==> config.mk <==
export PLATFORM = sky130hd
export DESIGN_NAME = pla_sop_array
export DESIGN_NICKNAME = d
export VERILOG_FILES = /design/src/rtl/pla_pkg.sv /design/src/rtl/pla_cfg_regs.sv /design/src/rtl/pla_and_plane.sv /design/src/rtl/pla_or_plane.sv /design/src/rtl/pla_out_pol.sv /design/src/rtl/pla_sop_array.sv
export SDC_FILE = /design/constraint.sdc
export NUM_CORES = 1
export LEC_CHECK = 0
export ABC_CLOCK_PERIOD_IN_PS = 1000
export CAP_MARGIN = 20
export CORE_UTILIZATION = 55
export DETAILED_ROUTE_END_ITERATION = 16
export DONT_BUFFER_PORTS = 1
export PLACE_DENSITY_LB_ADDON = 0.12
export SLEW_MARGIN = 20
export SYNTH_ARGS = -nofsm -noshare
export SYNTH_HDL_FRONTEND = slang
export SYNTH_SLANG_ARGS = --single-unit
==> constraint.sdc <==
create_clock -name clk -period 1 [get_ports clk]
set_clock_uncertainty 0.1 [all_clocks]
set_input_delay 0.1 -clock clk [delete_from_list [all_inputs] [get_ports clk]]
set_output_delay 0.1 -clock clk [all_outputs]
set_load 0.01 [all_outputs]
==> src/rtl/pla_pkg.sv <==
// Package: shared sizes and literal encoding for the sum-of-products array.
// Assumes every consumer takes its widths from these defaults or overrides them consistently.
package pla_pkg;

    localparam int unsigned DEF_NUM_IN    = 3;
    localparam int unsigned DEF_NUM_TERMS = 4;
    localparam int unsigned DEF_NUM_OUT   = 2;

    // Two-bit literal code held per input per product term.
    typedef enum logic [1:0] {
        LIT_ABSENT = 2'b00,
        LIT_TRUE   = 2'b01,
        LIT_COMP   = 2'b10,
        LIT_KILL   = 2'b11
    } lit_code_e;

endpackage

==> src/rtl/pla_cfg_regs.sv <==
// Module: configuration store of the array.
// Holds one literal word and one connect field per product term, plus a polarity word.
// Address t < NUM_TERMS loads term t; address NUM_TERMS loads polarity; others are dropped.
// Assumes a synchronous active-low reset that clears everything to the neutral setting.
module pla_cfg_regs #(
    parameter int unsigned NUM_IN    = pla_pkg::DEF_NUM_IN,
    parameter int unsigned NUM_TERMS = pla_pkg::DEF_NUM_TERMS,
    parameter int unsigned NUM_OUT   = pla_pkg::DEF_NUM_OUT,
    localparam int unsigned LIT_W    = 2 * NUM_IN,
    localparam int unsigned DATA_W   = LIT_W + NUM_OUT,
    localparam int unsigned ADDR_W   = $clog2(NUM_TERMS + 1)
) (
    input  logic                                      clk,
    input  logic                                      rst_n,
    input  logic                                      cfg_we,
    input  logic [ADDR_W-1:0]                         cfg_addr,
    input  logic [DATA_W-1:0]                         cfg_data,
    output logic [NUM_TERMS-1:0][NUM_IN-1:0][1:0]     lit_q,
    output logic [NUM_TERMS-1:0][NUM_OUT-1:0]         conn_q,
    output logic [NUM_OUT-1:0]                        inv_q
);

    logic [NUM_TERMS-1:0] term_sel;
    logic                 pol_sel;

    for (genvar t = 0; t < NUM_TERMS; t++) begin : g_term
        // Decode a write aimed at this product term.
        assign term_sel[t] = cfg_we && (cfg_addr == ADDR_W'(t));

        // Load this term's literals and output connections.
        always_ff @(posedge clk) begin
            if (!rst_n) begin
                lit_q[t]  <= '0;
                conn_q[t] <= '0;
            end else if (term_sel[t]) begin
                for (int i = 0; i < int'(NUM_IN); i++) begin
                    lit_q[t][i] <= cfg_data[2*i +: 2];
                end
                conn_q[t] <= cfg_data[LIT_W +: NUM_OUT];
            end
        end
    end

    // Decode a write aimed at the polarity word.
    assign pol_sel = cfg_we && (cfg_addr == ADDR_W'(NUM_TERMS));

    // Load the output polarity bits.
    always_ff @(posedge clk) begin
        if (!rst_n) begin
            inv_q <= '0;
        end else if (pol_sel) begin
            inv_q <= cfg_data[NUM_OUT-1:0];
        end
    end

endmodule

==> src/rtl/pla_and_plane.sv <==
// Module: programmable AND plane.
// Each term is the AND of its literals; an absent literal contributes 1, a kill literal 0.
// Assumes both polarities of each input are available, built here from in_vec.
module pla_and_plane #(
    parameter int unsigned NUM_IN    = pla_pkg::DEF_NUM_IN,
    parameter int unsigned NUM_TERMS = pla_pkg::DEF_NUM_TERMS
) (
    input  logic [NUM_TERMS-1:0][NUM_IN-1:0][1:0] lit_q,
    input  logic [NUM_IN-1:0]                     in_vec,
    output logic [NUM_TERMS-1:0]                  term_vec
);

    import pla_pkg::*;

    logic [NUM_IN-1:0] in_true;
    logic [NUM_IN-1:0] in_comp;

    // Provide both true and complemented rails of every input.
    always_comb begin
        in_true = in_vec;
        in_comp = ~in_vec;
    end

    for (genvar t = 0; t < NUM_TERMS; t++) begin : g_term
        logic [NUM_IN-1:0] lit_ok;

        for (genvar i = 0; i < NUM_IN; i++) begin : g_lit
            // Evaluate one literal of this term against the input rails.
            always_comb begin
                unique case (lit_code_e'(lit_q[t][i]))
                    LIT_ABSENT: lit_ok[i] = 1'b1;
                    LIT_TRUE:   lit_ok[i] = in_true[i];
                    LIT_COMP:   lit_ok[i] = in_comp[i];
                    default:    lit_ok[i] = 1'b0;
                endcase
            end
        end

        assign term_vec[t] = &lit_ok;
    end

endmodule

==> src/rtl/pla_or_plane.sv <==
// Module: programmable OR plane.
// Each output ORs the terms whose connect bit for that output is set; none set gives 0.
// Assumes term_vec is already settled from the AND plane.
module pla_or_plane #(
    parameter int unsigned NUM_TERMS = pla_pkg::DEF_NUM_TERMS,
    parameter int unsigned NUM_OUT   = pla_pkg::DEF_NUM_OUT
) (
    input  logic [NUM_TERMS-1:0]              term_vec,
    input  logic [NUM_TERMS-1:0][NUM_OUT-1:0] conn_q,
    output logic [NUM_OUT-1:0]                sum_vec
);

    for (genvar o = 0; o < NUM_OUT; o++) begin : g_out
        logic [NUM_TERMS-1:0] hit;

        // Gate every term by its connection to this output and OR the results.
        always_comb begin
            for (int t = 0; t < int'(NUM_TERMS); t++) begin
                hit[t] = term_vec[t] & conn_q[t][o];
            end
            sum_vec[o] = |hit;
        end
    end

endmodule

==> src/rtl/pla_out_pol.sv <==
// Module: per-output true/complement stage after the OR plane.
// Assumes inv_q bit j set means output j is inverted.
module pla_out_pol #(
    parameter int unsigned NUM_OUT = pla_pkg::DEF_NUM_OUT
) (
    input  logic [NUM_OUT-1:0] sum_vec,
    input  logic [NUM_OUT-1:0] inv_q,
    output logic [NUM_OUT-1:0] out_vec
);

    for (genvar o = 0; o < NUM_OUT; o++) begin : g_out
        // Select the true or complemented form of this sum.
        always_comb begin
            if (inv_q[o]) begin
                out_vec[o] = ~sum_vec[o];
            end else begin
                out_vec[o] = sum_vec[o];
            end
        end
    end

endmodule

==> src/rtl/pla_sop_array.sv <==
// Module: top of the programmable sum-of-products array.
// Configuration store feeds an AND plane, an OR plane and a polarity stage.
// Assumes configuration is loaded before outputs are used; evaluation is combinational.
module pla_sop_array #(
    parameter int unsigned NUM_IN    = pla_pkg::DEF_NUM_IN,
    parameter int unsigned NUM_TERMS = pla_pkg::DEF_NUM_TERMS,
    parameter int unsigned NUM_OUT   = pla_pkg::DEF_NUM_OUT,
    localparam int unsigned DATA_W   = 2 * NUM_IN + NUM_OUT,
    localparam int unsigned ADDR_W   = $clog2(NUM_TERMS + 1)
) (
    input  logic              clk,
    input  logic              rst_n,
    input  logic              cfg_we,
    input  logic [ADDR_W-1:0] cfg_addr,
    input  logic [DATA_W-1:0] cfg_data,
    input  logic [NUM_IN-1:0] in_vec,
    output logic [NUM_OUT-1:0] out_vec
);

    logic [NUM_TERMS-1:0][NUM_IN-1:0][1:0] lit_q;
    logic [NUM_TERMS-1:0][NUM_OUT-1:0]     conn_q;
    logic [NUM_OUT-1:0]                    inv_q;
    logic [NUM_TERMS-1:0]                  term_vec;
    logic [NUM_OUT-1:0]                    sum_vec;

    pla_cfg_regs #(
        .NUM_IN    (NUM_IN),
        .NUM_TERMS (NUM_TERMS),
        .NUM_OUT   (NUM_OUT)
    ) u_cfg (
        .clk      (clk),
        .rst_n    (rst_n),
        .cfg_we   (cfg_we),
        .cfg_addr (cfg_addr),
        .cfg_data (cfg_data),
        .lit_q    (lit_q),
        .conn_q   (conn_q),
        .inv_q    (inv_q)
    );

    pla_and_plane #(
        .NUM_IN    (NUM_IN),
        .NUM_TERMS (NUM_TERMS)
    ) u_and (
        .lit_q    (lit_q),
        .in_vec   (in_vec),
        .term_vec (term_vec)
    );

    pla_or_plane #(
        .NUM_TERMS (NUM_TERMS),
        .NUM_OUT   (NUM_OUT)
    ) u_or (
        .term_vec (term_vec),
        .conn_q   (conn_q),
        .sum_vec  (sum_vec)
    );

    pla_out_pol #(
        .NUM_OUT (NUM_OUT)
    ) u_pol (
        .sum_vec (sum_vec),
        .inv_q   (inv_q),
        .out_vec (out_vec)
    );

endmodule

Word-level counts from Yosys, hierarchy flattened:

Index checks and enable logic that the tools add are counted.

* register bits after elaboration: 34
* latch bits: 0
* bits in writable memories: 0
* bits in read-only memories: 0
* bits of input ports: 17
* output and inout port bits: 2
* logic and storage cells: 94
* memories kept: 0

* add/sub/neg operators: 0
* $mul: 0
* div/mod/pow operators: 0
* $lt $le $gt $ge: 0
* eq/ne operators: 28
* shift-type cells: 0
* muxes and demuxes: 14
* bitwise logic cells: 11
* reductions and logical operators: 24

Operator list (count)
* $pmux 1 s3: 12
* $eq 2x1->1 const B: 12
* $eq 2x2->1 const B: 12
* $logic_not 2->1: 12
* $reduce_and 3->1: 4
* $and 1x1->1: 8
* $reduce_or 4->1: 2
* $eq 3x2->1 const B: 2
* $logic_and 1x1->1: 5
* $eq 3x1->1 const B: 1
* $eq 3x3->1 const B: 1
* $logic_not 3->1: 1
* $not 3->3: 1
* $mux 1: 2
* $not 1->1: 2

Depth between registers and ports, before layout:

Gate-level depths: netlist of the first run.

* word-level depth: 7
* gate-level depth with buffers: 5
* gate-level depth less buffers: 4

Hierarchy:

Synthesis of the first run repeated with hierarchy kept, for this count alone.

* cells, all modules: 151
* area total of the unflattened synthesis: 1511.4 um2

By module, submodules not included
* pla_cfg_regs: instances 1, cells an instance 124, area an instance 1296.2 um2, sequential area each 680.7 um2
* pla_and_plane: instances 1, cells an instance 19, area an instance 160.2 um2, sequential area each 0.0 um2
* pla_or_plane: instances 1, cells an instance 6, area an instance 37.5 um2, sequential area each 0.0 um2
* pla_out_pol: instances 1, cells an instance 2, area an instance 17.5 um2, sequential area each 0.0 um2

Worst setup path before layout of the first run:

Ideal clock, no wire load.

* path kind: in2out
* from: input port in_vec[2]
* to: output port out_vec[0]
* arrival time: 904 ps
* required time: 800 ps
* setup slack: -104 ps
* stages on the path: 5
* buffers on the path: 1
* cell sequence: buf_2 mux2i_1 nand4_1 nand4_1 xor2_1

* cells in the longest elaborated chain, start to end: 7
* elaborated cells between the ends (all ways): 16
* classes of those cells: mux: 5; bitwise: 6; reduce/logical: 5

Ends and longest elaborated chain
* start: declaration: RTL line pla_sop_array.sv:16 `input logic [NUM_IN-1:0] in_vec,`
* $not 3->3: RTL line pla_and_plane.sv:21 `in_comp = ~in_vec;`
* $pmux 1 s3: RTL line pla_and_plane.sv:30 `unique case (lit_code_e'(lit_q[t][i]))`
* $reduce_and 3->1: RTL line pla_and_plane.sv:39 `assign term_vec[t] = &lit_ok;`
* $and 1x1->1: RTL line pla_or_plane.sv:19 `hit[t] = term_vec[t] & conn_q[t][o];`
* $reduce_or 4->1 (*): RTL line pla_or_plane.sv:21 `sum_vec[o] = |hit;`
* $not 1->1: RTL line pla_out_pol.sv:15 `out_vec[o] = ~sum_vec[o];`
* $mux 1 (*): RTL line pla_out_pol.sv:14 `if (inv_q[o]) begin`
* end: declaration: RTL line pla_sop_array.sv:17 `output logic [NUM_OUT-1:0] out_vec`

Mark *: on every way between the ends. The rest lies on a longest branch, timed or not.

Worst setup path in the final report of the first run:

* from: register, netlist name u_cfg.lit_q[9]
* to: output port out_vec[0]

* cells in the longest elaborated chain, start to end: 7
* elaborated cells between the ends (all ways): 9
* classes of those cells: eq/ne: 2; mux: 2; bitwise: 2; reduce/logical: 3

Ends and longest elaborated chain (RTL line)
* $eq 2x2->1 (tied with other cells): pla_and_plane.sv:30
* $pmux 1 s3 (*): pla_and_plane.sv:30
* $reduce_and 3->1 (*): pla_and_plane.sv:39
* $and 1x1->1 (*): pla_or_plane.sv:19
* $reduce_or 4->1 (*): pla_or_plane.sv:21
* $not 1->1: pla_out_pol.sv:15
* $mux 1 (*): pla_out_pol.sv:14

Marked as above.

==> results of run 1 <==
-- worst max-delay path by stage --
stage	end	slack, ps	start
2_1_floorplan	out_vec[0]	-70	u_cfg.lit_q[9]$_SDFFE_PN0P_
3_3_place_gp	out_vec[1]	-220	u_cfg.lit_q[23]$_SDFFE_PN0P_
3_5_place_dp	out_vec[0]	-230	u_cfg.lit_q[23]$_SDFFE_PN0P_
4_1_cts	out_vec[1]	-600	u_cfg.lit_q[16]$_SDFFE_PN0P_
5_1_grt	out_vec[0]	-660	u_cfg.lit_q[10]$_SDFFE_PN0P_
6_report	out_vec[0]	-620	u_cfg.lit_q[9]$_SDFFE_PN0P_
-- critical path, stage by stage (launching register included) --
cell	delay, ps
dfxtp_1	350
mux2i_2	220
nand4_1	130
nand4_1	160
xor2_2	220
-- stage by stage --
step | setup WS (ps) | power (uW) | TNS (ps) | cells
3_3_place_gp | -216 | 1590 | -1640 | 195
6_report | -618 | 2430 | -1220 | 212
3_5_place_dp | -228 | 1590 | -1770 | 195
4_1_cts | -595 | 2440 | -10860 | 212
2_1_floorplan | -70.4 | 1590 | -352 | 170
5_1_grt | -662 | 2530 | -1310 | 212
-- cells by family (layout without fill, tap and decap cells) --
logic type                Yosys count  after routing  synth area share
and+or+nand+nor                    79             79             0.265
muxes                              22             22             0.141
xor gates and xnor gates            2              2            0.0112
AOI/OAI and AO/OA                  24             24             0.115
DFF                                34             34             0.436
buffers and inverters               9             21            0.0305
-- state kept, by name, summed over array words and instances, names as in the netlist --
register / flops
u_cfg.inv_q: 2
u_cfg.lit_q: 24
u_cfg.conn_q: 8
-- power by group --
group	internal [uW]	switching [uW]	leakage, uW
Sequential	1380	19.0	0.000277
Clock	341	458	0.0000353
Combinational	119	115	0.000304
-- cell type report --
type,count,share of cell area
well taps,30,0.0211
flip-flops and latches,34,0.385
clock inverters,1,0.00281
repair buffers,13,0.0688
multi-input cells,127,0.492
clock buffers,7,0.0309
-- synth_stat cells --
master / count
clkbuf_1: 3
or2_1: 1
nor3b_2: 1
nor2_8: 1
nand4_1: 10
dfxtp_1: 34
nand2b_4: 2
xor2_1: 2
a21boi_1: 24
buf_6: 1
buf_2: 5
or3_1: 2
nor2_2: 1
nand2_1: 49
nor3_2: 2
mux2i_1: 22
nor2b_1: 10
-- per-layer routing --
layer / routed length [um] / track usage / vias to the layer above / part of all wire
met3: 160 / 0.0632 / 9 / 0.045
met1: 1580 / 0.311 / 579 / 0.44
met5: 0 / 0 / - / 0
met2: 1760 / 0.410 / 26 / 0.49
met4: 83 / 0.132 / 0 / 0.023
li1: - / - / 599 / -
-- cells in the final DEF (no fill, tap or decap), types with 2 or more instances in the layout --
master,instances
or3_1,2
nand2b_4,2
xor2_2,2
dlygate4sd3_1,8
mux2i_2,8
nor3_2,2
nor2b_1,10
dfxtp_1,30
mux2i_1,14
nand2_1,49
dfxtp_2,4
nand4_1,10
a21boi_1,24
clkbuf_4,5
buf_4,4
-- timing repair --
item	4_1_cts	5_1_grt
pin swaps	6	4
hold endpoints to repair	34	9
gates resized for setup	9	5
setup endpoints to repair	2	36
==> impl_metrics.yaml, run 1 <==
run_status:
  status: "complete, but fails checks"
  violations: "negative hold slack, negative setup slack"
detailed_routing:
  routed_via_density: 5.72
  drt_iter0_drc: 55
  postRouteWirelength_um: 3580
  firstDrtPassIters: 5
  drc: 0
  ant_nets: 0
  vias: 1213
  wl_per_cell_um: 16.9
final_layout:
  final_core_util: 0.694
  drive_above_1_share: 0.176
  layout.area.seq_um2: 686
  diodes: 0
  fillCellCount: 207
  finalNetCount: 198
  multiInputGateArea_um2: 877
  final_area_um2: 1780
  area_growth_pct: 14.3
sta:
  final.period_utilization: 1.62
  period_minus_slack_ps: 1620
  grt_setup_unrepaired: "yes"
  worst_slew_pin_slew_ps: 939
  relSlewSlack: 0.373
  hold-worst-slack_ps: -66.7
  fmax_ghz: 0.618
  postLayoutSetupSlackWorst_ps: -618
  setup_viol: 2
  final_max_slew_viol_count: 0
  finalHoldViolCount: 10
grt:
  gr-total-overflow: 0
  grt_pass1_vias: 1240
  grt_pass1_wl_um: 5890
  grt_max_degree: 35
  antenna_found_initial: 0
  track_usage: 0.253
worst_setup_path:
  crit_arrival_ps: 1420
  r2r-end: "u_cfg.conn_q[2]$_SDFFE_PN0P_"
  r2r-start: "u_cfg.conn_q[2]$_SDFFE_PN0P_"
  cp_max_fo: 2
  reg2reg_depth: 2
  critPathKind: "flip-flop to output pin"
  reg2reg_slack_ps: 240
  crit_required_ps: 800
  cp-end-kind: "output pin"
  start_kind: "flip-flop"
clock_network:
  htree_levels: 2
  cts_root_buffer: "clkbuf_4"
  cts.sinks: 34
  clk_pin_slew_ps: 100
  hold_buffers: 9
  cts_tree: "built"
  clk_latency_ps: 340
  numCtsBuffers: 5
  post_cts_buffers: 0
  clock_path_buffers: 2
floorplan:
  die_w_um: 55.3
  initial_core_util: 0.608
  dieArea_um2: 3050
  die_height_um: 55.3
  rows: 18
  io_pins: 19
  core_um2: 2570
hold_path:
  min_to: "u_cfg.inv_q[0]$_SDFFE_PN0P_"
  hp-class: "primary input to flip-flop"
  holdCritStartpoint: "cfg_addr[0]"
  worstHoldPathCells: 3
power_and_ir_drop:
  p_leak_uw: 0.000616
  powerDensity_nw_per_um2: 1370
  peakVddDrop_mv: 1.08
synthesis:
  synth_area_leader_cell: "dfxtp_1"
  synthCells: 170
  yosysSeqAreaShare: 0.436
  synth.top_cell.area_share: 0.436
  postSynthAreaPerCell_um2: 9.18
  synth_nets: 187
  yosysWarnings: 0
  netlist_area_um2: 1560
  netlist_top_cells_area: "dfxtp_1 (44%), mux2i_1 (14%), nand2_1 (12%)"
  synth_cell_types: 17
  ys_ff_latch: 34
place:
  place_area_um2: 1600
  place.gp.congestion: 0.828
  io_buffers: 0
  hpwl_um: 2460
flow_run:
  maxCapViolCount: 0
(Power assumes the default switching activity.)
==> run 2: changes to the inputs <==
==> constraint.sdc (replaced) <==
create_clock -name clk -period 1 [get_ports clk]
set_clock_uncertainty 0.1 [all_clocks]
set_input_delay 0.05 -clock clk [delete_from_list [all_inputs] [get_ports clk]]
set_output_delay 0.05 -clock clk [all_outputs]
set_load 0.01 [all_outputs]
==> run 2 against run 1 <==
Effect of this change:
- the run still ends with negative hold slack, negative setup slack left
- non-clock buffer count rose by 5
- clock-buffer cell count fell by 1
- setup slack improved by 110 ps
- register-to-register slack improved by 20 ps
- cell area rose by 2.4%
- hold slack got worse by 39 ps
- flip-flop and latch count did not move
==> impl_metrics.yaml, run 2 (synthesis results as in run 1) <==
run_status:
  status: "complete, but fails checks"
  violations: "negative hold slack, negative setup slack"
worst_setup_path:
  crit_arrival_ps: 1360
  critPathKind: "flip-flop to output pin"
  crit_required_ps: 850
  start_kind: "flip-flop"
  cp_max_fo: 2
  cp-end-kind: "output pin"
place:
  dp_cells: 200
  place.gp.congestion: 0.791
  io_buffers: 0
  dpl_worst_slack_ps: -174
  place_area_um2: 1650
  hpwl_um: 2520
clock_network:
  cts.sinks: 34
  clk_pin_slew_ps: 100
  post_cts_buffers: 0
  hold_buffers: 9
  cts_tree: "built"
  clk_latency_ps: 330
  cts_root_buffer: "clkbuf_4"
  clock_path_buffers: 2
  htree_levels: 2
  numCtsBuffers: 5
detailed_routing:
  vias: 1233
  firstDrtPassIters: 4
  ant_nets: 0
  wl_per_cell_um: 16.6
  drc: 0
  drt_iter0_drc: 41
  postRouteWirelength_um: 3570
  routed_via_density: 5.73
sta:
  fmax_ghz: 0.664
  hold-worst-slack_ps: -105
  relSlewSlack: 0.375
  worst_slew_pin_slew_ps: 936
  postLayoutSetupSlackWorst_ps: -507
  grt_setup_unrepaired: "yes"
  final_max_slew_viol_count: 0
  finalHoldViolCount: 18
  setup_viol: 2
  final.period_utilization: 1.51
  period_minus_slack_ps: 1510
final_layout:
  final_area_um2: 1830
  layout_commonest_cell: "nand2_1"
  finalNetCount: 203
  area_growth_pct: 17.0
  drive_above_1_share: 0.200
  diodes: 0
  fillCellCount: 216
  reg_top3: "u_cfg.lit_q (24), u_cfg.conn_q (8), u_cfg.inv_q (2)"
  regMostFlops: "u_cfg.lit_q"
  largest_register_ffs: 24
  final_cell_mix: "nand2_1 (49), dfxtp_1 (29), a21boi_1 (24)"
  layoutNonFillerInstCount: 215
flow_run:
  maxCapViolCount: 0
floorplan:
  core_um2: 2570
  io_pins: 19
  rows: 18
  die_w_um: 55.3
  die_height_um: 55.3
  dieArea_um2: 3050
  initial_core_util: 0.608
grt:
  gr-total-overflow: 0
  grt_max_degree: 35
  track_usage: 0.256
  antenna_found_initial: 0
  grt_pass1_wl_um: 6000
  grt_pass1_vias: 1248
power_and_ir_drop:
  powerDensity_nw_per_um2: 1310
  p_leak_uw: 0.000643
  peakVddDrop_mv: 1.09
hold_path:
  hp-class: "primary input to flip-flop"
run 2: changes by cell type in the layout (fill, tap and decap cells not counted):
cell,previous run,this run
buf_4,4,8
buf_12,0,1
clkbuf_1,1,0
clkinv_2,1,0
dfxtp_1,30,29
dfxtp_2,4,5
run 2: report_power, final:
| part | switching [uW] | internal [uW] |
|---|---|---|
| sequential | 18.3 | 1380 |
| combinational | 119 | 132 |
| clock | 425 | 317 |
| total | 563 | 1830 |
run 2: worst paths after layout:
| check | start | end | slack (ps) | cells past startpoint |
|---|---|---|---|---|
| hold reg to reg | u_cfg.lit_q[19]$_SDFFE_PN0P_ | u_cfg.lit_q[19]$_SDFFE_PN0P_ | 360 | 2 |
| setup / recovery | u_cfg.lit_q[0]$_SDFFE_PN0P_ | out_vec[1] | -510 | 4 |
| hold / removal | cfg_addr[0] | u_cfg.inv_q[0]$_SDFFE_PN0P_ | -110 | 3 |
| setup reg to reg | u_cfg.inv_q[0]$_SDFFE_PN0P_ | u_cfg.inv_q[0]$_SDFFE_PN0P_ | 260 | 2 |
run 2: metrics by stage:
step	hold slack (ps)	TNS (ps)	utilization	power, uW
after global placement	84.6	-1010	0.641	1600
final	-105	-1010	0.711	2390
after CTS	-105	-10530	0.700	2390
after floorplan	84.8	-40.8	-	1580
after global routing	-103	-1140	0.711	2480
after detailed placement	89.5	-1180	0.641	1610
run 2: area by class of cell:
class                   instances  area (um2)  area share
clock buffers                   6        51.3      0.0281
well taps                      30        37.5      0.0206
repair buffers                 18         173      0.0946
flip-flops and latches         34         687       0.376
multi-input cells             127         877       0.480
run 2: metal layers:
| layer | global-route usage | up-vias | share of wire |
|---|---|---|---|
| li1 | - | 614 | - |
| met1 | 0.317 | 586 | 0.45 |
| met2 | 0.415 | 27 | 0.50 |
| met3 | 0.0913 | 6 | 0.048 |
| met4 | 0.0857 | 0 | 0.010 |
| met5 | 0 | - | 0 |
run 2: critical path, cell delays in order, from the launching register on:
cell     delay [ps]
dfxtp_1         330
mux2i_2         190
nand4_1         130
nand4_1         170
xor2_2          200
run 2: what timing repair did:
action	in CTS	in global routing
endpoints found under the hold margin	34	18
cloned	0	0
endpoints found under the setup margin	2	36
resized for setup	4	11
pin swaps	7	7
